[config.mk]
export PLATFORM = sky130hd
export DESIGN_NAME = phys_remap_cs
export DESIGN_NICKNAME = d
export VERILOG_FILES = /design/src/rtl/remap_pkg.sv /design/src/rtl/remap_cfg_regs.sv /design/src/rtl/remap_sep_stage.sv /design/src/rtl/remap_bank_stage.sv /design/src/rtl/phys_remap_cs.sv
export SDC_FILE = /design/constraint.sdc
export NUM_CORES = 1
export LEC_CHECK = 0
export ABC_CLOCK_PERIOD_IN_PS = 2300
export BUFFER_PORTS_ARGS = -buffer_cell sky130_fd_sc_hd__buf_2
export CAP_MARGIN = 20
export CORE_ASPECT_RATIO = 2
export CORE_MARGIN = 10
export CORE_UTILIZATION = 40
export CTS_CLUSTER_DIAMETER = 40
export DETAILED_ROUTE_END_ITERATION = 8
export MAX_ROUTING_LAYER = met4
export PLACE_DENSITY = 0.69
export SLEW_MARGIN = 20
export SYNTH_ARGS = -nofsm -noshare
export SYNTH_HDL_FRONTEND = slang
export SYNTH_SLANG_ARGS = --single-unit
[constraint.sdc]
create_clock -name clk -period 2.3 [get_ports clk]
set_clock_uncertainty 0.05 [all_clocks]
set_input_delay 0.115 -clock clk [delete_from_list [all_inputs] [get_ports clk]]
set_output_delay 0.115 -clock clk [all_outputs]
set_load 0.02 [all_outputs]
[src/rtl/remap_pkg.sv]
// Package: shared types and constants for the physical remap unit.
// Assumes a four-quadrant map selected by the top two address bits.
package remap_pkg;
    localparam int QSEL_W    = 2;
    localparam int NUM_BANKS = 1 << QSEL_W;
    localparam int FORCED_CS = 1;

    typedef enum logic [1:0] {
        ZONE_ROOT  = 2'd0,
        ZONE_DATA  = 2'd1,
        ZONE_OTHR  = 2'd2,
        ZONE_OTHR2 = 2'd3
    } zone_e;

    // Bank word, bit 5 down to bit 0.
    typedef struct packed {
        logic       flip_top;   // flip address MSB after quadrant pick
        logic       flip_quad;  // flip address MSB-1 after quadrant pick
        logic       we_en;
        logic       oe_en;
        logic [1:0] cs_pick;
    } bank_cfg_t;

    // Separation word, bit 4 down to bit 0.
    typedef struct packed {
        logic hold_cs1;
        logic dz_flip_top;
        logic dz_flip_page;
        logic rz_flip_top;
        logic rz_flip_page;
    } sep_cfg_t;
endpackage

[src/rtl/remap_cfg_regs.sv]
// Module: control word storage for the separation word and the bank words.
// Assumes index 0 = separation word, 1..NUM_BANKS = banks; others ignored.
module remap_cfg_regs
    import remap_pkg::*;
#(
    parameter int IDX_W = 3
) (
    input  logic                        clk,
    input  logic                        rst_n,
    input  logic                        cfg_we,
    input  logic [IDX_W-1:0]            cfg_idx,
    input  logic [7:0]                  cfg_wdata,
    output sep_cfg_t                    sep_q,
    output bank_cfg_t [NUM_BANKS-1:0]   bank_q
);
    localparam int SEP_W  = $bits(sep_cfg_t);
    localparam int BANK_W = $bits(bank_cfg_t);

    logic unused_rsvd_bits;
    assign unused_rsvd_bits = ^cfg_wdata[7:SEP_W];

    // Load the separation word on index 0.
    always_ff @(posedge clk) begin
        if (!rst_n)
            sep_q <= '0;
        else if (cfg_we && cfg_idx == '0)
            sep_q <= sep_cfg_t'(cfg_wdata[SEP_W-1:0]);
    end

    for (genvar b = 0; b < NUM_BANKS; b++) begin : g_bank
        // Load bank word b on index b+1.
        always_ff @(posedge clk) begin
            if (!rst_n)
                bank_q[b] <= '0;
            else if (cfg_we && cfg_idx == IDX_W'(b + 1))
                bank_q[b] <= bank_cfg_t'(cfg_wdata[BANK_W-1:0]);
        end
    end

    // an out-of-range index leaves every word untouched.
    assert_bad_index_ignored_R11: assert property (@(posedge clk) disable iff (!rst_n)
        (cfg_we && cfg_idx > IDX_W'(NUM_BANKS)) |=> ($stable(sep_q) && $stable(bank_q)));
endmodule

[src/rtl/remap_sep_stage.sv]
// Module: instruction/data separation flips, applied before quadrant pick.
// Assumes only data accesses in the root or data zone are eligible.
module remap_sep_stage
    import remap_pkg::*;
#(
    parameter int ADDR_W = 20
) (
    input  logic              clk,
    input  logic              rst_n,
    input  logic [ADDR_W-1:0] addr_in,
    input  logic              is_data,
    input  logic [1:0]        zone,
    input  sep_cfg_t          sep_cfg,
    output logic [ADDR_W-1:0] addr_mid
);
    localparam int TOP_BIT  = ADDR_W - 1;
    localparam int PAGE_BIT = ADDR_W - 4;
    localparam logic [ADDR_W-1:0] FLIP_SPAN = (ADDR_W'(1) << TOP_BIT) | (ADDR_W'(1) << PAGE_BIT);

    logic in_root, in_dseg, flip_top, flip_page;

    // Build the flip mask from zone, access kind and separation word.
    always_comb begin
        in_root   = is_data && (zone == ZONE_ROOT);
        in_dseg   = is_data && (zone == ZONE_DATA);
        flip_top  = (in_root && sep_cfg.rz_flip_top)  || (in_dseg && sep_cfg.dz_flip_top);
        flip_page = (in_root && sep_cfg.rz_flip_page) || (in_dseg && sep_cfg.dz_flip_page);
        addr_mid  = addr_in;
        addr_mid[TOP_BIT]  = addr_in[TOP_BIT]  ^ flip_top;
        addr_mid[PAGE_BIT] = addr_in[PAGE_BIT] ^ flip_page;
    end

    assert_instr_untouched_R2: assert property (@(posedge clk) disable iff (!rst_n)
        !is_data |-> (addr_mid == addr_in));
    assert_other_zone_untouched_R3: assert property (@(posedge clk) disable iff (!rst_n)
        (zone != ZONE_ROOT && zone != ZONE_DATA) |-> (addr_mid == addr_in));
    // only the two eligible bits can ever differ.
    assert_only_two_bits_R4: assert property (@(posedge clk) disable iff (!rst_n)
        ((addr_mid ^ addr_in) & ~FLIP_SPAN) == '0);
endmodule

[src/rtl/remap_bank_stage.sv]
// Module: quadrant pick, post-pick bank flips and strobe decode.
// Assumes the bank words arrive already registered; output is combinational.
module remap_bank_stage
    import remap_pkg::*;
#(
    parameter int ADDR_W = 20,
    parameter int NUM_CS = 3
) (
    input  logic                      clk,
    input  logic                      rst_n,
    input  logic [ADDR_W-1:0]         addr_mid,
    input  logic                      rd,
    input  logic                      wr,
    input  bank_cfg_t [NUM_BANKS-1:0] bank_cfg,
    input  logic                      hold_cs1,
    output logic [ADDR_W-1:0]         addr_out,
    output logic [NUM_CS-1:0]         cs_n,
    output logic                      oe_n,
    output logic                      we_n
);
    localparam int QHI = ADDR_W - 1;
    localparam int QLO = ADDR_W - QSEL_W;

    logic [QSEL_W-1:0] quad;
    bank_cfg_t         sel;
    logic              active;

    // Pick the bank word and apply its post-pick flips.
    always_comb begin
        quad     = addr_mid[QHI:QLO];
        sel      = bank_cfg[quad];
        active   = rd || wr;
        addr_out = addr_mid;
        addr_out[QHI]   = addr_mid[QHI]   ^ sel.flip_top;
        addr_out[QHI-1] = addr_mid[QHI-1] ^ sel.flip_quad;
        oe_n     = !(rd && sel.oe_en);
        we_n     = !(wr && sel.we_en);
    end

    for (genvar c = 0; c < NUM_CS; c++) begin : g_cs
        if (c == FORCED_CS) begin : g_forced
            // Decoded select, or held low by the separation word.
            assign cs_n[c] = !((active && sel.cs_pick == 2'(c)) || hold_cs1);
        end else begin : g_plain
            // Decoded select only.
            assign cs_n[c] = !(active && sel.cs_pick == 2'(c));
        end
    end

    assert_low_bits_pass_R7: assert property (@(posedge clk) disable iff (!rst_n)
        addr_out[QLO-1:0] == addr_mid[QLO-1:0]);
    assert_cs_onehot_R8: assert property (@(posedge clk) disable iff (!rst_n)
        !hold_cs1 |-> $onehot0(~cs_n));
    assert_idle_no_cs_R8: assert property (@(posedge clk) disable iff (!rst_n)
        (!rd && !wr && !hold_cs1) |-> (&cs_n));
    assert_oe_needs_rd_R9: assert property (@(posedge clk) disable iff (!rst_n)
        !oe_n |-> rd);
    assert_we_needs_wr_R9: assert property (@(posedge clk) disable iff (!rst_n)
        !we_n |-> wr);
    assert_hold_cs1_R10: assert property (@(posedge clk) disable iff (!rst_n)
        hold_cs1 |-> !cs_n[FORCED_CS]);
endmodule

[src/rtl/phys_remap_cs.sv]
// Module: top of the physical remap and chip-select unit.
// Assumes zone and access kind come from the segment translator upstream.
module phys_remap_cs
    import remap_pkg::*;
#(
    parameter int ADDR_W = 20,
    parameter int NUM_CS = 3,
    parameter int IDX_W  = 3
) (
    input  logic              clk,
    input  logic              rst_n,
    input  logic              cfg_we,
    input  logic [IDX_W-1:0]  cfg_idx,
    input  logic [7:0]        cfg_wdata,
    input  logic [ADDR_W-1:0] addr_in,
    input  logic              is_data,
    input  logic [1:0]        zone,
    input  logic              rd,
    input  logic              wr,
    output logic [ADDR_W-1:0] addr_out,
    output logic [NUM_CS-1:0] cs_n,
    output logic              oe_n,
    output logic              we_n
);
    sep_cfg_t                  sep_q;
    bank_cfg_t [NUM_BANKS-1:0] bank_q;
    logic [ADDR_W-1:0]         addr_mid;

    remap_cfg_regs #(.IDX_W(IDX_W)) u_regs (
        .clk(clk), .rst_n(rst_n), .cfg_we(cfg_we), .cfg_idx(cfg_idx),
        .cfg_wdata(cfg_wdata), .sep_q(sep_q), .bank_q(bank_q)
    );

    remap_sep_stage #(.ADDR_W(ADDR_W)) u_sep (
        .clk(clk), .rst_n(rst_n), .addr_in(addr_in), .is_data(is_data),
        .zone(zone), .sep_cfg(sep_q), .addr_mid(addr_mid)
    );

    remap_bank_stage #(.ADDR_W(ADDR_W), .NUM_CS(NUM_CS)) u_bank (
        .clk(clk), .rst_n(rst_n), .addr_mid(addr_mid), .rd(rd), .wr(wr),
        .bank_cfg(bank_q), .hold_cs1(sep_q.hold_cs1), .addr_out(addr_out),
        .cs_n(cs_n), .oe_n(oe_n), .we_n(we_n)
    );
endmodule

[Word-level counts from Yosys, hierarchy flattened]
Index checks and enable logic that the tools add are counted.
Word-level totals
  register bits: 29
  input bits: 39
Operators by class
  $lt $le $gt $ge: 1
  eq/ne operators: 7
  muxes and demuxes: 2
  bitwise logic cells: 4
  reduce and logical (&&, ||, !) cells: 28
Operators by type and width (count)
  logical AND 1 bit: 16
  binary-select mux 6 bit (select 2 bit): 1
  equality test 3 x 2 -> 1 bit (second input constant): 2
  2-to-1 mux 6 bit: 1
  zero test 1 bit: 5
  equality test 2 x 1 -> 1 bit (second input constant): 2
  zero test 2 bit: 2
  logical OR 1 bit: 4
  bitwise XOR 1 bit: 4
  equality test 3 x 1 -> 1 bit (second input constant): 1
  equality test 3 bit (second input constant): 1
  zero test 3 bit: 1
  less-than comparator 2 x 3 -> 1 bit (second input constant): 1
  equality test 2 bit (second input constant): 1

[Depth between registers and ports, before layout]
  depth after elaboration: 11
  mapped depth: 6

[Modules after synthesis]
A second synthesis with hierarchy kept.
Second synthesis, totals
  cell total of the unflattened synthesis: 175
  area total of the unflattened synthesis: 1677.9 um^2
By module, submodules not included
  remap_cfg_regs: instances 1, cells each 105, area each 1108.6 um^2, sequential area each 580.6 um^2
  remap_bank_stage: instances 1, cells each 45, area each 380.4 um^2, sequential area each 0.0 um^2
  remap_sep_stage: instances 1, cells each 25, area each 188.9 um^2, sequential area each 0.0 um^2

[Least setup slack after synthesis]
Ideal clock, no wire load.
  path kind: register to output
  start point: reg, netlist name u_regs.sep_q[3]
  end point: out cs_n[0]
  data arrival time: 1789 ps
  data required time: 2135 ps
  setup slack: 346 ps
  cell stages (with the launch flop): 6
  buffers on the path: 0
  path through: dfxtp_1 > mux2i_1 > nor2_2 > xnor2_2 > mux4_2 > or3b_1
Between the ends
  cells in the longest elaborated chain, start to end: 8
RTL lines
  logical AND 1 bit: line remap_sep_stage.sv:26  | flip_top = (in_root && sep_cfg.rz_flip_top) || (in_dseg && sep_cfg.dz_flip_top);
  logical OR 1 bit: line remap_sep_stage.sv:26
  bitwise XOR 1 bit: line remap_sep_stage.sv:29  | addr_mid[TOP_BIT] = addr_in[TOP_BIT] ^ flip_top;
  binary-select mux 6 bit (select 2 bit): line remap_bank_stage.sv:31  | sel = bank_cfg[quad];
  2-to-1 mux 6 bit (implied by the code): line remap_bank_stage.sv:31
  zero test 2 bit: line remap_bank_stage.sv:46  | assign cs_n[c] = !(active && sel.cs_pick == 2'(c));
  logical AND 1 bit: line remap_bank_stage.sv:46
  zero test 1 bit: line remap_bank_stage.sv:46
  end, declared: line phys_remap_cs.sv:21  | output logic [NUM_CS-1:0] cs_n,
Every way passes these cells. The select of a mux whose other input is x is not followed.

[Worst setup path after layout]
  start point: reg, netlist name u_regs.sep_q[3]
  end point: out cs_n[0]
Between the ends
  cells in the longest elaborated chain, start to end: 8
RTL lines (line)
  logical AND 1 bit: remap_sep_stage.sv:26
  logical OR 1 bit: remap_sep_stage.sv:26
  bitwise XOR 1 bit: remap_sep_stage.sv:29
  binary-select mux 6 bit (select 2 bit): remap_bank_stage.sv:31
  2-to-1 mux 6 bit (implied by the code): remap_bank_stage.sv:31
  zero test 2 bit: remap_bank_stage.sv:46
  logical AND 1 bit: remap_bank_stage.sv:46
  zero test 1 bit: remap_bank_stage.sv:46
Every way passes these cells. The select of a mux whose other input is x is not followed.

==> results.json <==
{
  "finalSetupViolations": 0,
  "crit_arrival_ns": 2.08,
  "syn_inst": 144,
  "drtIter0Drc": 15,
  "clk_pin_slew_ns": 0.07,
  "htreeDepth": 2,
  "cts_buffer_depth": 2,
  "post_cts_resized": 0,
  "setup_tns_ns": 0,
  "synth_cell_types": 24,
  "leakage_uw": 0.000689,
  "final.period_utilization_pct": 97.8,
  "synth.most_common_cell": "mux2i_1",
  "ir_worst_vdd_uv": 784,
  "fin_nets": 197,
  "overflow": 0,
  "final_antenna_net_count": 0,
  "post_cts_buffers": 0,
  "rows": 31,
  "synth.top_cells.by_area": "dfxtp_1, mux2i_1, nor2b_1",
  "required_ns": 2.13,
  "numCtsBuffers": 5,
  "rsz0062_at_grt": "true",
  "cts_tree": "built",
  "powerDensity_nw_per_um2": 680,
  "ys_seq_area_share_pct": 37.8,
  "syn_area_um2": 1540,
  "final_cell_area_um2": 1730,
  "ys_warn_count": 0,
  "crit_type": "register to output port",
  "synth_common_cells": "mux2i_1, dfxtp_1, nor2b_1",
  "avgRoutedWirePerCell_um": 15.6,
  "antenna_found_initial": 0,
  "hold_buffers": 0,
  "initial_core_util_pct": 42.1,
  "setup_ws_ns": 0.0511,
  "drt_wl_total_mm": 3.25,
  "gp_congestion": 0.731,
  "register_area_um2": 582,
  "die_y_um": 108,
  "postSynth.asyncResetShare_pct": 0,
  "final_hold_viol_count": 0,
  "status": "completed",
  "fp.coreArea_um2": 3650,
  "final_layout_size_suffix_gt1_share_pct": 29.6,
  "synth_area_leader_cell": "dfxtp_1",
  "final.min_clock_period_ns": 2.25,
  "syn2layout_area_growth_pct": 12.6,
  "syn_avg_cell_area_um2": 10.7,
  "grt_max_degree": 30,
  "first_global_vias": 1183,
  "drv_cap": 0,
  "post-place-ws_ns": 0.336,
  "slew_headroom_pct": 45.9,
  "p_total_uw": 1180,
  "vias": 1031,
  "grt_usage_pct": 10.5,
  "synth_edf_count": 0,
  "avgViaCountPerCell": 4.96,
  "clk-insertion-delay-late_ns": 0.28,
  "die-area_um2": 6870,
  "clockRootBuffer": "clkbuf_8",
  "grt_pass1_wl_mm": 5.42,
  "port_buffers": 27,
  "drc": 0,
  "antenna_cells": 0,
  "cts.sinks": 29,
  "dp_hpwl_mm": 2.55,
  "ys_ff_latch": 29,
  "syn-num-nets": 183,
  "multi_input_area_um2": 786,
  "crit_path_start_kind": "register",
  "ios": 64,
  "crit_fanout": 3,
  "hp-class": "input port to register",
  "num-fill-cells": 370,
  "cp-end-kind": "output port",
  "slew_viol_final": 0,
  "fmax_mhz": 445,
  "place_area_um2": 1600,
  "synth_top_cell_area_share_pct": 37.8,
  "ys.flop_type": "dfxtp_1",
  "worstMarginPinSlew_ns": 0.807,
  "die_w_um": 63.8,
  "drtPass1Iterations": 4
}
## layer usage
metal | wire length (um) | GRT usage [%] | share of wire (%)
met5 | 0 | - | 0
met4 | 161 | 8.81 | 5.0
met3 | 243 | 3.96 | 7.5
met2 | 1620 | 16.8 | 50
met1 | 1230 | 9.52 | 38
## cell families after synthesis
kind of cell    share of synthesized area (%)
compound gates                           1.47
xor+xnor                                 1.63
buf+inv                                  11.0
flops                                    37.8
mux                                      30.1
simple gates                             18.0
## cells in the final DEF, fill, tap and decap left out
master	synthesis	layout
and2_1	2	2
nor3_2	1	1
bufinv_16	0	1
nor2_2	1	1
mux2_2	3	3
and3b_1	2	2
clkbuf_1	6	1
xor2_1	1	1
a21oi_1	1	1
xnor2_2	1	1
or3b_1	1	1
buf_4	17	3
buf_6	0	1
buf_2	0	26
mux4_1	4	4
nor2b_1	28	28
nor2_1	3	3
dfxtp_2	0	1
clkbuf_8	0	6
nor3b_2	1	1
o31a_2	1	1
nand3_1	1	1
o211ai_1	1	1
dfxtp_1	29	28
nand2_1	3	3
mux2i_1	30	30
nand2b_1	1	1
inv_1	5	5
mux4_2	1	1
## power by group
| part | leakage, uW | total, uW | internal, uW | switching, uW |
|---|---|---|---|---|
| sequential | 0.000235 | 518 | 513 | 5.04 |
| combinational | 0.000396 | 117 | 57.3 | 59.6 |
| clock | 0.0000585 | 540 | 353 | 187 |
| total | 0.000689 | 1180 | 923 | 252 |
## final timing paths
kind,startpoint,to,slack [ns],cells after the start
max,u_regs.sep_q[3]$_SDFFE_PN0P_,cs_n[0],0.05,6
min reg2reg,u_regs.sep_q[3]$_SDFFE_PN0P_,u_regs.sep_q[3]$_SDFFE_PN0P_,0.46,2
min,cfg_wdata[5],u_regs.bank_q[11]$_SDFFE_PN0P_,0.10,3
max reg2reg,u_regs.bank_q[7]$_SDFFE_PN0P_,u_regs.bank_q[7]$_SDFFE_PN0P_,1.44,2
## flip-flops by register name, indices dropped and copies added (netlist names)
register,count
u_regs.bank_q,24
u_regs.sep_q,5
## metrics by stage
| stage | util [%] | std cells | hold slack [ns] |
|---|---|---|---|
| after global routing | 47.4 | 208 | 0.122 |
| final | 47.4 | 208 | 0.100 |
| after detailed placement | 44.0 | 200 | 0.180 |
| after CTS | 47.2 | 208 | 0.102 |
| after global placement | 44.0 | 200 | 0.180 |
| after floorplan | - | 144 | 0.225 |
## critical path, stage by stage, from the launching register on
cell and delay, ns:
dfxtp_2 0.31, mux2i_1 0.15, nor2_2 0.06, xnor2_2 0.18
mux4_2 0.55, or3b_1 0.37, buf_2 0.17
## layout make-up
cell class	count	area share [%]
clock inverters	1	1.74
inverters	5	1.09
repair buffers	30	9.49
clock buffers	7	5.00
multi-input cells	87	45.5
well taps	49	3.55
flip-flops and latches	29	33.7
Note: power is estimated with default switching activity, not from simulation.
